`src/rtl/stepgen_pkg.sv`:
```
package stepgen_pkg;
    typedef enum logic [1:0] {
        ST_IDLE  = 2'd0,
        ST_WAIT  = 2'd1,
        ST_PULSE = 2'd2
    } axis_state_t;

    localparam logic [1:0] SEL_VEL = 2'd0;
    localparam logic [1:0] SEL_TGT = 2'd1;
    localparam logic [1:0] SEL_IRQ = 2'd2;
    localparam logic [1:0] SEL_CTL = 2'd3;

    localparam int CTL_EN    = 0;
    localparam int CTL_FWD_N = 1;
    localparam int CTL_OVR   = 2;
    localparam int CTL_ACC   = 3;
    localparam int CTL_CLR   = 4;
endpackage

```
`src/rtl/stepgen_tick.sv`:
```
module stepgen_tick #(
    parameter int TICK_DIV = 50
) (
    input  logic clk,
    input  logic rst_n,
    output logic tick_o
);
    generate
        if (TICK_DIV <= 1) begin : g_bypass
            logic run_q;
            always_ff @(posedge clk or negedge rst_n) begin
                if (!rst_n) run_q <= 1'b0;
                else        run_q <= 1'b1;
            end
            assign tick_o = run_q;
        end else begin : g_div
            localparam int DW = $clog2(TICK_DIV);
            localparam logic [DW-1:0] LAST = DW'(TICK_DIV - 1);
            logic [DW-1:0] div_q;
            always_ff @(posedge clk or negedge rst_n) begin
                if (!rst_n)              div_q <= '0;
                else if (div_q == LAST)  div_q <= '0;
                else                     div_q <= div_q + 1'b1;
            end
            assign tick_o = (div_q == LAST);
        end
    endgenerate
endmodule

```
`src/rtl/stepgen_axis.sv`:
```
module stepgen_axis
    import stepgen_pkg::*;
#(
    parameter int REG_W   = 16,
    parameter int PULSE_W = 4
) (
    input  logic             clk,
    input  logic             rst_n,
    input  logic             tick,
    input  logic             wr_en,
    input  logic [1:0]       wr_sel,
    input  logic [REG_W-1:0] wr_data,
    input  logic             lim_fwd,
    input  logic             lim_rev,
    output logic             step_o,
    output logic             dir_n_o,
    output logic             irq_o,
    output logic             zero_o,
    output logic [REG_W-1:0] pos_o
);
    localparam int PW_W    = (PULSE_W > 1) ? $clog2(PULSE_W) : 1;
    localparam int MIN_PER = PULSE_W + 1;

    axis_state_t      state_q, state_d;
    logic [REG_W-1:0] vel_q, tgt_q, irs_q, cnt_q, tmr_q, per_eff, cnt_nx;
    logic [PW_W-1:0]  pw_q;
    logic             en_q, fwdn_q, ovr_q, acc_q, irq_q;
    logic             wr_vel, wr_tgt, wr_irs, wr_ctl;
    logic             blocked, issue;

    assign wr_vel = wr_en && (wr_sel == SEL_VEL);
    assign wr_tgt = wr_en && (wr_sel == SEL_TGT);
    assign wr_irs = wr_en && (wr_sel == SEL_IRQ);
    assign wr_ctl = wr_en && (wr_sel == SEL_CTL);

    // Limit facing the travel direction stops pulses unless overridden.
    assign blocked = !ovr_q && (fwdn_q ? lim_rev : lim_fwd);
    assign per_eff = (vel_q < REG_W'(MIN_PER)) ? REG_W'(MIN_PER) : vel_q;
    assign cnt_nx  = cnt_q + 1'b1;
    assign issue   = tick && (state_q == ST_WAIT) && (cnt_q != tgt_q)
                     && (tmr_q == '0) && en_q && !blocked;

    // Next-state logic
    always_comb begin
        state_d = state_q;
        if (wr_tgt) begin
            state_d = (wr_data == '0) ? ST_IDLE : ST_WAIT;
        end else if (tick) begin
            unique case (state_q)
                ST_IDLE:  state_d = ST_IDLE;
                ST_WAIT: begin
                    if (cnt_q == tgt_q) state_d = ST_IDLE;
                    else if (issue)     state_d = ST_PULSE;
                end
                ST_PULSE: if (pw_q == '0) state_d = ST_WAIT;
                default:  state_d = ST_IDLE;
            endcase
        end
    end

    // State register and datapath
    always_ff @(posedge clk or negedge rst_n) begin
        if (!rst_n) begin
            state_q <= ST_IDLE;
            vel_q   <= '0;
            tgt_q   <= '0;
            irs_q   <= '0;
            cnt_q   <= '0;
            tmr_q   <= '0;
            pw_q    <= '0;
            en_q    <= 1'b0;
            fwdn_q  <= 1'b0;
            ovr_q   <= 1'b0;
            acc_q   <= 1'b0;
            irq_q   <= 1'b0;
        end else begin
            state_q <= state_d;
            if (wr_vel) vel_q <= wr_data;
            if (wr_irs) irs_q <= wr_data;
            if (wr_ctl) begin
                en_q   <= wr_data[CTL_EN];
                fwdn_q <= wr_data[CTL_FWD_N];
                ovr_q  <= wr_data[CTL_OVR];
                acc_q  <= wr_data[CTL_ACC];
            end
            if (wr_tgt) begin
                tgt_q <= wr_data;
                cnt_q <= '0;
                tmr_q <= '0;
            end else if (issue) begin
                cnt_q <= cnt_nx;
                tmr_q <= per_eff - 1'b1;
                pw_q  <= PW_W'(PULSE_W - 1);
            end else if (tick) begin
                if (tmr_q != '0) tmr_q <= tmr_q - 1'b1;
                if (state_q == ST_PULSE && pw_q != '0) pw_q <= pw_q - 1'b1;
            end
            // Setting takes priority over a simultaneous clear.
            if (issue && (acc_q || cnt_nx == irs_q)) irq_q <= 1'b1;
            else if (wr_ctl && wr_data[CTL_CLR])     irq_q <= 1'b0;
        end
    end

    // Outputs
    always_comb begin
        step_o  = (state_q == ST_PULSE);
        dir_n_o = fwdn_q;
        irq_o   = irq_q;
        zero_o  = (cnt_q == '0);
        pos_o   = cnt_q;
    end
endmodule

```
`src/rtl/stepgen_dual.sv`:
```
module stepgen_dual
    import stepgen_pkg::*;
#(
    parameter int REG_W    = 16,
    parameter int PULSE_W  = 4,
    parameter int TICK_DIV = 50
) (
    input  logic                       clk,
    input  logic                       rst_n,
    input  logic                       scan_reset,
    input  logic                       pwr_n_req,
    input  logic                       wr_en,
    input  logic                       wr_axis,
    input  logic [1:0]                 wr_sel,
    input  logic [REG_W-1:0]           wr_data,
    input  logic [1:0]                 lim_fwd_i,
    input  logic [1:0]                 lim_rev_i,
    output logic [1:0]                 step_o,
    output logic [1:0]                 dir_n_o,
    output logic [1:0]                 irq_o,
    output logic [1:0]                 zero_o,
    output logic [1:0][REG_W-1:0]      pos_o,
    output logic                       motor_power_n
);
    localparam int NAX = 2;

    logic tick;

    stepgen_tick #(.TICK_DIV(TICK_DIV)) u_tick (
        .clk    (clk),
        .rst_n  (rst_n),
        .tick_o (tick)
    );

    for (genvar a = 0; a < NAX; a++) begin : g_ax
        stepgen_axis #(.REG_W(REG_W), .PULSE_W(PULSE_W)) u_axis (
            .clk     (clk),
            .rst_n   (rst_n),
            .tick    (tick),
            .wr_en   (wr_en && (wr_axis == 1'(a))),
            .wr_sel  (wr_sel),
            .wr_data (wr_data),
            .lim_fwd (lim_fwd_i[a]),
            .lim_rev (lim_rev_i[a]),
            .step_o  (step_o[a]),
            .dir_n_o (dir_n_o[a]),
            .irq_o   (irq_o[a]),
            .zero_o  (zero_o[a]),
            .pos_o   (pos_o[a])
        );
    end

    assign motor_power_n = scan_reset | pwr_n_req;
endmodule

```
`config.mk`:
```
export PLATFORM = sky130hd
export DESIGN_NAME = stepgen_dual
export DESIGN_NICKNAME = d
export VERILOG_FILES = /design/src/rtl/stepgen_pkg.sv /design/src/rtl/stepgen_tick.sv /design/src/rtl/stepgen_axis.sv /design/src/rtl/stepgen_dual.sv
export SDC_FILE = /design/constraint.sdc
export NUM_CORES = 1
export LEC_CHECK = 0
export ABC_CLOCK_PERIOD_IN_PS = 3790
export BUFFER_PORTS_ARGS = -buffer_cell sky130_fd_sc_hd__buf_2
export CAP_MARGIN = 20
export CORE_ASPECT_RATIO = 1.4
export CORE_UTILIZATION = 55
export DETAILED_ROUTE_END_ITERATION = 7
export GPL_TIMING_DRIVEN = 0
export PLACE_DENSITY = 0.76
export SLEW_MARGIN = 0
export SYNTH_ARGS = -nofsm -noshare
export SYNTH_HDL_FRONTEND = slang
export SYNTH_SLANG_ARGS = --single-unit
```
`constraint.sdc`:
```
create_clock -name clk -period 3.79 [get_ports clk]
set_clock_uncertainty 0.1 [all_clocks]
set_input_delay 0.5685 -clock clk [delete_from_list [all_inputs] [get_ports clk]]
set_output_delay 0.5685 -clock clk [all_outputs]
set_load 0.01 [all_outputs]
```
# ---- Word level (Yosys, flattened, before mapping)
# Index checks and enable logic that the tools add are counted.
dict set report op_classes {
  n_addsub 9
  magnitude_cmp 2
  eq_ne 18
  n_mux 40
  bitwise 4
  reduce_logical 66
}
# operator n
set ops {}
lappend ops {{$mux W16} 14}
lappend ops {{$logic_not A16 Y1} 5}
lappend ops {{$eq A16 B16 Y1} 4}
lappend ops {{$sub A16 B1 Y16 const B} 4}
lappend ops {{$add A16 B1 Y16 const B} 2}
lappend ops {{$lt A16 B3 Y1 const B} 2}
lappend ops {{$mux W2} 16}
lappend ops {{$ne A16 B16 Y1} 2}
lappend ops {{$reduce_bool A16 Y1} 2}
lappend ops {{$logic_and A1 B1 Y1} 28}
lappend ops {{$reduce_bool A2 Y1} 12}
lappend ops {{$reduce_and A3 Y1} 4}
lappend ops {{$reduce_bool A3 Y1} 4}
lappend ops {{$eq A2 B2 Y1 const B} 4}
lappend ops {{$ne A4 B2 Y1 const B} 2}
lappend ops {{$pmux W2 S2} 2}
lappend ops {{$mux W1} 7}
lappend ops {{$add A6 B1 Y6 const B} 1}
lappend ops {{$eq A2 B1 Y1 const B} 3}
lappend ops {{$eq A6 B6 Y1 const B} 1}
lappend ops {{$logic_not A2 Y1} 3}
lappend ops {{$mux W6} 1}
lappend ops {{$ne A3 B3 Y1 const B} 2}
lappend ops {{$logic_not A1 Y1} 4}
lappend ops {{5 further kinds} 10}
dict set report word_totals {
  regBits 184
  output_inout_bits 41
}

# ---- Logic depth before layout (Yosys ltp)
# Gate-level depths: netlist (run 1).
dict set report logic_depth {
  word_depth 11
  mapped_depth 16
  ltp_nobuf 15
}

# ---- By module
# Synthesis (run 1) repeated with hierarchy kept, for this count alone.
dict set report unflattened {
  hier_cells 1145
  hier_area_um2 10563.9
}
# module instances cells_each area_each_um2
set by_module_without_submodules {}
lappend by_module_without_submodules {{stepgen_axis (g_ax[1].u_axis)} 1 561 5138.7}
lappend by_module_without_submodules {{stepgen_axis (g_ax[0].u_axis)} 1 555 5117.4}
lappend by_module_without_submodules {stepgen_tick 1 26 285.3}
lappend by_module_without_submodules {stepgen_dual 1 3 22.5}

# ---- Worst setup path after synthesis (run 1)
# Ideal clock, no wire load.
dict set report synth_timing {
  kind {register -> register}
  startpoint {register g_ax[1].u_axis.cnt_q[3]}
  endpoint {register g_ax[1].u_axis.tmr_q[10]}
  setup_time_ps 82
  arrival_time_ps 3918
  required_ps 3608
  slack_ps -310
  path_stages_with_launch 16
  synth_period_minus_slack_ps 4100
  path_cell_list {dfrtp_1 clkbuf_1 xnor2_1 nand4_1 o41ai_2 nor2_8 buf_2 a31oi_1 ha_1 nor2b_1 nand2_1 nor3_1 nand4_1 and2_4 or4_1 a31oi_1}
}
dict set report synth_via {
  elab_chain_len 7
  elab_cells_between_ends 10
}
# element line
set synth_rtl {}
lappend synth_rtl {{start: declaration} stepgen_axis.sv:25} ;# logic [REG_W-1:0] vel_q, tgt_q, irs_q, cnt_q, tmr_q, per_eff, cnt_nx;
lappend synth_rtl {{start signal: assignment} stepgen_axis.sv:91} ;# cnt_q <= cnt_nx;
lappend synth_rtl {{$ne A16 B16 Y1 *} stepgen_axis.sv:40} ;# assign issue = tick && (state_q == ST_WAIT) && (cnt_q != tgt_q)
lappend synth_rtl {{$logic_and A1 B1 Y1 *} stepgen_axis.sv:40}
lappend synth_rtl {{$logic_and A1 B1 Y1 * (3 in series)} stepgen_axis.sv:41} ;# && (tmr_q == '0) && en_q && !blocked;
lappend synth_rtl {{$reduce_bool A3 Y1 (no line) / $mux W16 (equally long branches)} -}
lappend synth_rtl {{$reduce_and A2 Y1 (no line) / $mux W16 (equally long branches)} -}
lappend synth_rtl {{end signal: assignment} stepgen_axis.sv:92} ;# tmr_q <= per_eff - 1'b1;
lappend synth_rtl {{end signal: assignment} stepgen_axis.sv:95} ;# if (tmr_q != '0) tmr_q <= tmr_q - 1'b1;
lappend synth_rtl {{end: declaration} stepgen_axis.sv:25}
# Mark *: on every way between the ends. The rest lies on a longest branch, timed or not.
# A chain may end at the register's enable or synchronous reset.

# ---- Worst setup path in the final report (run 1)
dict set report layout_timing {
  startpoint {register g_ax[1].u_axis.cnt_q[10]}
  endpoint {register g_ax[1].u_axis.tmr_q[10]}
}
# Same word-level chain as after synthesis.

==> results of run 1 <==
routing by layer:
layer | share of wire | up-vias | wire length [microns]
met3 | 0.066 | 147 | 2100
li1 | - | 4331 | -
met2 | 0.49 | 503 | 15300
met4 | 0.065 | 0 | 2050
met1 | 0.38 | 4675 | 12100
met5 | 0 | - | 0
layout make-up:
| type | count | area (sq um) |
|---|---|---|
| Sequential cell | 184 | 4630 |
| Fill cell | 1535 | 6470 |
| Inverter | 24 | 90.1 |
| Clock buffer | 18 | 439 |
| Tap cell | 248 | 310 |
| Clock inverter | 14 | 135 |
| Multi-Input combinational cell | 875 | 5970 |
| Buffer | 58 | 335 |
| Timing Repair Buffer | 117 | 762 |
synthesized netlist by cell type (5+ instances only):
cell type	count
nand4_1	24
dfrtp_1	184
nor3_1	27
nand4b_1	6
nand2_1	182
a31oi_1	21
or3_1	15
nand3_1	31
o31ai_1	7
or2_2	6
o21ai_0	40
xor2_1	32
ha_1	14
a211oi_1	5
or4_1	10
and3_1	7
o21a_1	5
nor4_1	29
a21o_1	9
mux2i_1	8
nand3b_1	7
buf_4	9
nand2b_1	11
mux2_2	69
a21oi_1	39
inv_1	24
and2_1	5
nor2_1	94
o211ai_1	7
clkbuf_1	60
nor2b_1	9
xnor2_1	81
per-stage QoR:
step,cell area [sq um],util
2_1_floorplan,10800,-
3_3_place_gp,11400,0.598
3_5_place_dp,11500,0.599
4_1_cts,12300,0.641
5_1_grt,12700,0.662
6_report,12700,0.662
state kept, by name, indices dropped and copies added (netlist names), 4 cells and up:
name and count:
g_ax.u_axis.pw_q 4, g_ax.u_axis.state_q 4, g_ax.u_axis.irs_q 32, g_ax.u_axis.tmr_q 32
u_tick.g_div.div_q 6, g_ax.u_axis.pos_o 32, g_ax.u_axis.tgt_q 32, g_ax.u_axis.vel_q 32
cells by family (layout without fill, tap and decap cells):
group	after synthesis	in the layout	share of synthesized area
AO/OA/AOI/OAI	181	181	0.115
AND/OR/NAND/NOR	490	490	0.228
adder cells (fa/ha/maj)	14	14	0.0163
XOR/XNOR	113	113	0.0921
multiplexers	77	77	0.0798
buffers and inverters	101	231	0.0404
flip-flops	184	184	0.428
worst reg2reg max path: stages (launching register included):
cell and delay [ns]:
dfrtp_2 0.49, xnor2_2 0.25, nand4_1 0.24, o41ai_4 0.41, buf_4 0.21, nor2_8 0.05, buf_8 0.12, a31oi_4 0.14
ha_2 0.19, nor2b_4 0.17, nand2_2 0.09, nor3_4 0.20, nand4_1 0.26, and2_4 0.24, or4_4 0.41, a31oi_1 0.17
power by group:
part           internal (mW)  total [mW]  switching (mW)
clock                  0.940        1.77           0.832
sequential              2.23        2.51           0.278
combinational          0.882        1.95            1.06
what timing repair did:
item / CTS / global route
resized for setup: 32 / 51
endpoints found under the hold margin: 59 / 0
pin swaps: 19 / 23
buffers inserted: 21 / 32
endpoints found under the setup margin: 12 / 9
hold buffers: 1 / 0
cells in the final DEF (no fill, tap or decap), drive strengths merged, types with 24 or more instances in the layout:
cell	n
dfrtp	184
xor2	32
a21oi	39
nor4	31
o21ai	41
inv	31
mux2	69
nand3	31
nor2	95
buf	133
nand2	182
clkbuf	59
nor3	27
xnor2	81
nand4	24
path summary, 6_finish.rpt:
check	from	to	cells after the start
min reg2reg	g_ax[0].u_axis.pw_q[0]	g_ax[0].u_axis.pw_q[0]	1
max	g_ax[1].u_axis.pos_o[10]	g_ax[1].u_axis.tmr_q[10]	15
max reg2reg	g_ax[1].u_axis.pos_o[10]	g_ax[1].u_axis.tmr_q[10]	15
max in group asynchronous	rst_n	g_ax[0].u_axis.pos_o[8]	3
min in group asynchronous	rst_n	g_ax[1].u_axis.tmr_q[0]	2
min	wr_data[14]	g_ax[1].u_axis.tgt_q[14]	3
==> metrics, run 1 <==
H-tree depth=4; GRT Max-Usage Layer=met2; number of port buffers=a little over 60; Post-DRT Antenna Nets=0; Clock Latency Late Sink=0.44 ns; Primary FF master, synth=dfrtp_1; DP Wirelength=around 22000 microns; DIE AREA=~20000 sq um; Netlist Area Pre-Place=between 10000 and 15000 sq um; Crit-path slowest cell=dfrtp_2; Final Hold Viols=0; critical path launch point type=flop; Synth async-reset ratio=1.00; CP Capture Type=flop; Netlist cell types=83; GR met3 Demand/Resource=0.0525; number of global-route vias before repair=9196; GRT overflow=0; Total GRT Usage=0.315; DRC violations left=0; register bit total from synthesis=184; sequential share of the synthesized area=0.428; Vias=9656; crit path DAT=approximately 4 ns; Layout Cells excl Fill=about 1500; syn nets=between 1000 and 1500; CTS root buffer=clkbuf_16; synth top area cells=dfrtp_1 (43%), mux2_2 (7.2%), xnor2_1 (6.6%), nand2_1 (6.4%), nor2_1 (3.3%); Inserted Clock Buffers=17; share of post-route cells with drive strength above 1=0.246; area share of the largest cell type after synthesis=0.428; MaxCap Viol Count=0; synthesis-to-layout area growth=17.9%; DIE WIDTH=~120 microns; Critical Path RT=4.05 ns; GRT met1 Usage=0.379; max incr delay on CP=0.49 ns; Setup TNS Final=-0.0244 ns; initial antenna violation count=0; YS warnings=0; maximum VDD drop=just under 300 uV; Inst Count DP=between 1000 and 1500; Placeable Area=19100 sq um; Setup violations, final=1; IO Count=between 60 and 70; nets@finish=1319; cell family with most CP delay=simple AND/OR/NAND/NOR gates; Fmax achieved=262 MHz; first-pass GRT wire length=between 40000 and 50000 microns; Post-Route WL=roughly 32000 microns; Tot Pwr=6.23 mW; Hold Worst Slack=0.353 ns; DRT Pass-1 Iters=5; per-cell routed wire length=about 21 microns; die height=~170 microns; power density over the cells=slightly below 500 nW/um^2; status=complete, but fails checks; Final Max Slew Viols=0; worst path cell trace=xnor2_2 > nand4_1 > o41ai_4 > buf_4 > nor2_8 > buf_8 > a31oi_4 > ha_2 > nor2b_4 > nand2_2 > nor3_4 > nand4_1 > and2_4 > or4_4 > a31oi_1; CTS max path bufs=2; Yosys top cell by area=dfrtp_1; Gate Count Post-Synth=around 1200; RSZ-0062 raised after global routing=true; Lkg Pwr=5.57 nW; fin crit period=approximately 3.8 ns; r2r setup slk=-0.02 ns; Hold Crit Class=input pin to flop; Setup WS pre-CTS=-0.708 ns; Least-Margin Pin Slew=between 1 and 1.5 ns; CP max FO=7; largest net degree at the start of global routing=about 130; FP Rows=60; # clock sinks=~180; failing checks=setup timing; CTS tree=built; Vias/cell=roughly 6.3; syn_area_per_cell=~9.3 sq um; Clk pin slew, worst setup/hold paths=about 0.08 ns; Post-synth EDFFs=0; most frequent CP cell=nand4_1; Final Cycle Share=1.01; gpl congestion=approximately 0.94; Slew HR=0.325; n_diodes=0; initial drt markers=792; WS Path Type=flop to flop; met2 Usage GRT=0.526; Buf/Inv on CP=2; Starting Density=0.561; Setup WS post-layout=-0.0244 ns
Note: power is estimated with default switching activity, not from simulation.
==> inputs of run 2 (changes only) <==
- SKIP_LAST_GASP: not set -> 1
==> run 2 against run 1 <==
  * Clock power is essentially flat
  * Worst setup slack lost 0.0085 ns
  * Routed wire length grew 0.40%
  * Critical endpoint unchanged
  * Total power grew 0.13%
  * Register-to-register slack is essentially flat
  * Worst hold slack lost 0.0073 ns
  * Core utilization is essentially flat
  * Largest power group unchanged
  * Cell count is the same
  * The run still ends with setup timing left
  * Design area is essentially flat
  * Non-clock buffer count is the same
  * Die area is the same
  * Critical path depth is the same
==> metrics, run 2 (same netlist as run 1, synthesis figures left out) <==
synthesis-to-layout area growth=17.9% (about the same); Fmax achieved=262 MHz (-0.22%); H-tree depth=4 (unchanged); power density over the cells=492 nW/um^2 (+0.16%); max incr delay on CP=0.49 ns (about the same); crit path DAT=4.09 ns (+0.02 ns); Critical Path RT=4.06 ns (about the same); critical path launch point type=flop; net load switching power=2.18 mW (+0.28%); switching part of the total=0.349 (+0.000512); FP Rows=60 (unchanged); met2 Usage GRT=0.527 (+0.00125); GRT Max-Usage Layer=met2; Hold Crit Class=input pin to flop; CTS tree=built; number of global-route vias before repair=9209 (+0.14%); share of post-route cells with drive strength above 1=0.243 (-0.00233); DRT Pass-1 Iters=5 (unchanged); internal power=4.06 mW (about the same); DRC violations left=0 (unchanged); number of port buffers=61 (unchanged); DP Wirelength=21500 microns (unchanged); CP max FO=7 (unchanged); Fillers=1540 (+0.33%); initial antenna violation count=0 (unchanged); Final Cycle Share=1.01 (+0.00225); Clock Latency Late Sink=0.45 ns (about the same); MaxCap Viol Count=0 (unchanged); fin crit period=3.82 ns (+0.00851 ns); R2R Path Start=g_ax[1].u_axis.pos_o[10]; Final Hold Viols=0 (unchanged); CTS root buffer=clkbuf_16; RSZ-0062 raised after global routing=true; CTS max path bufs=2 (unchanged); IO Count=69 (unchanged); Crit-path slowest cell=dfrtp_2; worst path cell trace=xnor2_2 > nand4_1 > o41ai_4 > buf_4 > nor2_8 > buf_8 > a31oi_4 > ha_2 > nor2b_4 > nand2_2 > nor3_4 > nand4_1 > and2_4 > or4_4 > a31oi_1; clock power share=0.285 (about the same); Setup violations, final=1 (unchanged); R2R depth=15 (unchanged); gpl congestion=0.936 (unchanged); per-cell routed wire length=20.6 microns (+0.40%); most frequent CP cell=nand4_1; Comb power frac=0.313 (about the same); FF+latch area=4620 sq um (about the same); DIE AREA=20100 sq um (unchanged); Final Max Slew Viols=0 (unchanged); Post-Route WL=31700 microns (+0.40%); n_diodes=0 (unchanged); Clk pin slew, worst setup/hold paths=0.08 ns (about the same); first-pass GRT wire length=48900 microns (+0.16%); hold path cells=3 (unchanged); Tot Pwr=6.24 mW (+0.13%); GRT overflow=0 (unchanged); Least-Margin Pin Slew=1.04 ns (+0.0376 ns); Placeable Area=19100 sq um (unchanged); commonest non-fill, non-tap cells in the layout=nand2_1 (181), dfrtp_1 (168), nor2_1 (93), xnor2_1 (69), mux2_2 (68); commonest non-fill, non-tap cell in the layout=nand2_1; die height=167 microns (unchanged); WS Path Type=flop to flop; worst hold endpoint=g_ax[1].u_axis.tgt_q[14]; failing checks=setup timing; status=complete, but fails checks; Vias/cell=6.24 (-0.59%); Setup WS pre-CTS=-0.708 ns (unchanged); CP Capture Type=flop; initial drt markers=744 (-6.1%); Starting Density=0.561 (unchanged); hold path start=wr_data[14]; GR met3 Demand/Resource=0.0514 (-0.00102); maximum VDD drop=295 uV (about the same); Slew HR=0.300 (-0.0254); Lkg Pwr=5.58 nW (about the same); DIE WIDTH=120 microns (unchanged); largest net degree at the start of global routing=126 (unchanged); Post-DRT Antenna Nets=0 (unchanged); Inserted Clock Buffers=17 (unchanged); Setup WS post-layout=-0.0329 ns (-0.00851 ns); Multi-input gate area=5970 sq um (unchanged); R2R Path End=g_ax[1].u_axis.tmr_q[10]; Vias=9599 (-0.59%); share of power burned in registers=0.403 (about the same); # clock sinks=184 (unchanged); r2r setup slk=-0.03 ns (about the same); Total GRT Usage=0.316 (+0.000637); nets@finish=1319 (unchanged); GRT met1 Usage=0.382 (+0.00284)
[run 2: changes by cell type in the layout (fill, tap and decap cells not counted)]
cell / delta
dfrtp_1: +3
dfrtp_2: -3
[run 2: power groups by stage]
stage	Clock, mW	Combinational (mW)	Sequential (mW)
2_1_floorplan	0	1.30	2.44
3_3_place_gp	0	1.66	2.51
3_5_place_dp	0	1.71	2.52
4_1_cts	1.78	1.82	2.49
5_1_grt	1.86	2.11	2.54
6_report	1.77	1.95	2.51
[run 2: through the flow]
| stage | TNS [ns] | hold slack [ns] | area (sq um) | util | instances |
|---|---|---|---|---|---|
| floorplan | -0.0137 | 0.173 | 10800 | - | 1160 |
| global placement | -167.82 | 0.359 | 11400 | 0.598 | 1469 |
| finish | -0.0329 | 0.345 | 12700 | 0.662 | 1538 |
| global route | -0.449 | 0.345 | 12700 | 0.662 | 1538 |
| CTS | -0.0132 | 0.341 | 12300 | 0.641 | 1513 |
| detailed placement | -4.58 | 0.364 | 11500 | 0.599 | 1470 |
[run 2: layout make-up]
class                   count  area share
well taps                 248      0.0245
repair buffers            117      0.0601
clock buffers              18      0.0347
plain buffers              58      0.0265
flip-flops and latches    184       0.365
inverters                  24     0.00711
clock inverters            14      0.0107
multi-input cells         875       0.472
[run 2: worst max-delay path, delay by kind of cell, from the launching register on]
kind | cells | cell delay [ns]
flip-flops | 1 | 0.49
AO/OA/AOI/OAI | 3 | 0.73
XOR/XNOR | 1 | 0.25
AND/OR/NAND/NOR | 8 | 1.65
adder cells (fa/ha/maj) | 1 | 0.20
buffers and inverters | 2 | 0.32
[run 2: what timing repair did]
| action | 4_1_cts | 5_1_grt |
|---|---|---|
| hold buffers | 1 | 0 |
| buffers inserted | 21 | 32 |
| pin swaps | 17 | 24 |
| endpoints found under the hold margin | 59 | 0 |
| setup endpoints to repair | 12 | 9 |
| resized for setup | 28 | 52 |
[run 2: how the worst max path moves through the flow]
| stage | slack (ns) | endpoint | depth (start not counted) | from |
|---|---|---|---|---|
| 6_report | -0.03 | g_ax[1].u_axis.tmr_q[10] | 15 | g_ax[1].u_axis.pos_o[10] |
| 5_1_grt | -0.19 | g_ax[1].u_axis.tmr_q[10] | 15 | g_ax[1].u_axis.pos_o[10] |
| 4_1_cts | -0.01 | g_ax[0].u_axis.tmr_q[12] | 14 | g_ax[0].u_axis.pos_o[7] |
| 3_5_place_dp | -0.71 | g_ax[0].u_axis.tmr_q[12] | 14 | g_ax[0].u_axis.pos_o[9] |
| 3_3_place_gp | -0.91 | g_ax[0].u_axis.pos_o[6] | 1 | rst_n |
| 2_1_floorplan | -0.01 | g_ax[1].u_axis.tmr_q[10] | 15 | g_ax[1].u_axis.pos_o[11] |
[run 2: routing by layer]
layer,part of all wire,up-vias
li1,-,4331
met1,0.38,4634
met2,0.49,506
met3,0.067,128
met4,0.057,0
met5,0,-
==> inputs of run 3 (changes only) <==
- SETUP_SLACK_MARGIN: not set -> 0.3
- SKIP_LAST_GASP: 1 -> not set
==> run 3 against run 2 <==
  * The run now ends clean
  * Maximum frequency rose by 2.0%
  * Sequential share of layout area shrank 0.98 points
  * Design area increased by 2.4%
  * Clock power hardly changed
  * Critical path depth up 1
  * Sequential power is essentially flat
  * Non-clock buffer count is 21 higher
  * Die area is the same
==> metrics, run 3 (same netlist as run 1, synthesis figures left out) <==
status=finished, final reports clean; GRT overflow=0 (unchanged); WS Path Type=flop to flop; Comb power frac=0.328 (+0.015); Inst Count DP=1472 (+0.14%); CTS root buffer=clkbuf_16; Clk pin slew, worst setup/hold paths=0.08 ns (about the same); Starting Density=0.561 (unchanged); MaxCap Viol Count=0 (unchanged); CTS tree=built; # clock sinks=184 (unchanged); DRT Pass-1 Iters=6 (+1); switching part of the total=0.352 (+0.00227); share of post-route cells with drive strength above 1=0.256 (+0.0129); Tot Pwr=6.42 mW (+2.9%); final instance area=13000 sq um (+2.4%); hold path start=wr_data[15]; die height=167 microns (unchanged); R2R depth=16 (+1); Slew HR=0.315 (+0.0149); initial drt markers=856 (+15%); Lkg Pwr=5.77 nW (+3.5%); fin crit period=3.75 ns (-0.0754 ns); Post-DRT Antenna Nets=0 (unchanged); first-pass GRT wire length=51200 microns (+4.8%); number of port buffers=61 (unchanged); Total GRT Usage=0.332 (+0.0165); CP max FO=5 (-2); Clock Latency Late Sink=0.44 ns (about the same); IO Count=69 (unchanged); internal power=4.16 mW (+2.6%); Inserted Clock Buffers=17 (unchanged); Least-Margin Pin Slew=1.02 ns (-0.0191 ns); gpl congestion=0.956 (+2.1%); Post-Route WL=32300 microns (+2.0%); net load switching power=2.26 mW (+3.6%); DIE AREA=20100 sq um (unchanged); Vias/cell=6.25 (+0.14%); per-cell routed wire length=20.7 microns (+0.54%); crit path DAT=3.99 ns (-0.10 ns); Final Cycle Share=0.989 (-0.0199); Core Util, Final=0.678 (+0.0156); Final Max Slew Viols=0 (unchanged); Crit. Startpoint=g_ax[1].u_axis.tmr_q[8]; Setup WS post-layout=0.0426 ns (+0.0754 ns); share of power burned in registers=0.392 (-0.011); FP Rows=60 (unchanged); cell area after placement=11700 sq um (+1.6%); CP Capture Type=flop; r2r setup slk=0.04 ns (+0.08 ns); Hold Crit Class=input pin to flop; Fmax achieved=267 MHz (+2.0%); Critical Path RT=4.04 ns (-0.02 ns); CTS max path bufs=2 (unchanged); Vias=9756 (+1.6%); power density over the cells=495 nW/um^2 (+0.57%); H-tree depth=4 (unchanged); Setup TNS Final=0 ns (+0.0329 ns); commonest non-fill, non-tap cell in the layout=dfrtp_1; initial antenna violation count=1 (+1); Setup violations, final=0 (-1); synthesis-to-layout area growth=20.7%; DP Wirelength=21700 microns (+0.99%); RSZ-0062 raised after global routing=true; Hold Worst Slack=0.357 ns (+0.0116 ns); commonest non-fill, non-tap cells in the layout=dfrtp_1 (182), nand2_1 (178), nor2_1 (93), buf_2 (72); clock power share=0.280 (-0.005); DRC violations left=0 (unchanged); nets@finish=1340 (+1.6%); largest net degree at the start of global routing=121 (-4.0%); Setup WS pre-CTS=-0.483 ns (+0.225 ns); Placeable Area=19100 sq um (unchanged); Final Hold Viols=0 (unchanged); maximum VDD drop=424 uV (+44%); number of global-route vias before repair=9743 (+5.8%); critical path launch point type=flop; R2R Path Start=g_ax[1].u_axis.tmr_q[8]; Layout Cells excl Fill=1561 (+1.5%); hold path cells=3 (unchanged); DIE WIDTH=120 microns (unchanged)
[run 3: cell types whose count changed in the layout (fill, tap and decap cells not counted), moves of 5 or more]
| cell | delta |
|---|---|
| dfrtp_1 | +14 |
| dfrtp_2 | -14 |
| buf_2 | +9 |
| clkbuf_2 | +9 |
| buf_4 | -5 |
| buf_6 | +5 |
| clkbuf_8 | +5 |
[run 3: repair_timing]
item	4_1_cts	5_1_grt
cloned	0	0
gates resized for setup	37	37
hold buffers	1	0
hold endpoints to repair	60	0
pin swaps	33	24
endpoints found under the setup margin	15	35
setup buffers	44	10
[run 3: metal layers]
metal	routed length (microns)	GRT usage	share of wire
met3	2320	0.0613	0.072
met4	2000	0.214	0.062
met2	16200	0.562	0.50
met1	11800	0.383	0.37
met5	0	0	0
[run 3: final timing paths]
| path | to |
|---|---|
| worst max-delay path | g_ax[1].u_axis.tmr_q[8] |
| worst min-delay path | g_ax[1].u_axis.tgt_q[15] |
| worst max register to register | g_ax[1].u_axis.tmr_q[8] |
| worst min register to register | g_ax[0].u_axis.pw_q[0] |
| max in group asynchronous | g_ax[0].u_axis.pos_o[11] |
| min in group asynchronous | u_tick.g_div.div_q[3] |
[run 3: final cells by class]
| cell class | count | area, sq um |
|---|---|---|
| tap | 248 | 310 |
| antenna | 2 | 5.00 |
| multi-input combinational | 875 | 6070 |
| buffer | 77 | 512 |
| timing repair buffer | 119 | 787 |
| sequential | 184 | 4610 |
| inverter | 24 | 90.1 |
| fill | 1491 | 6170 |
| clock inverter | 14 | 155 |
| clock buffer | 18 | 429 |
[run 3: worst max-delay path: stages (launching register included)]
cell      delay, ns
dfrtp_1        0.44
or3_4          0.34
buf_6          0.12
or4b_4         0.51
buf_6          0.14
or4_4          0.46
nor2_8         0.17
buf_8          0.12
a31oi_4        0.07
ha_2           0.18
nor2b_4        0.13
nand2_2        0.11
nor2_1         0.06
o21ai_2        0.08
a21boi_4       0.28
o211ai_1       0.12
a31oi_1        0.22
[run 3: power by group through the flow]
stage / logic (mW) / registers [mW] / clock network (mW)
after floorplan: 1.34 / 2.45 / 0
after global placement: 1.69 / 2.51 / 0
after detailed placement: 1.75 / 2.53 / 0
after CTS: 1.98 / 2.50 / 1.81
after global routing: 2.28 / 2.55 / 1.88
final: 2.10 / 2.52 / 1.80
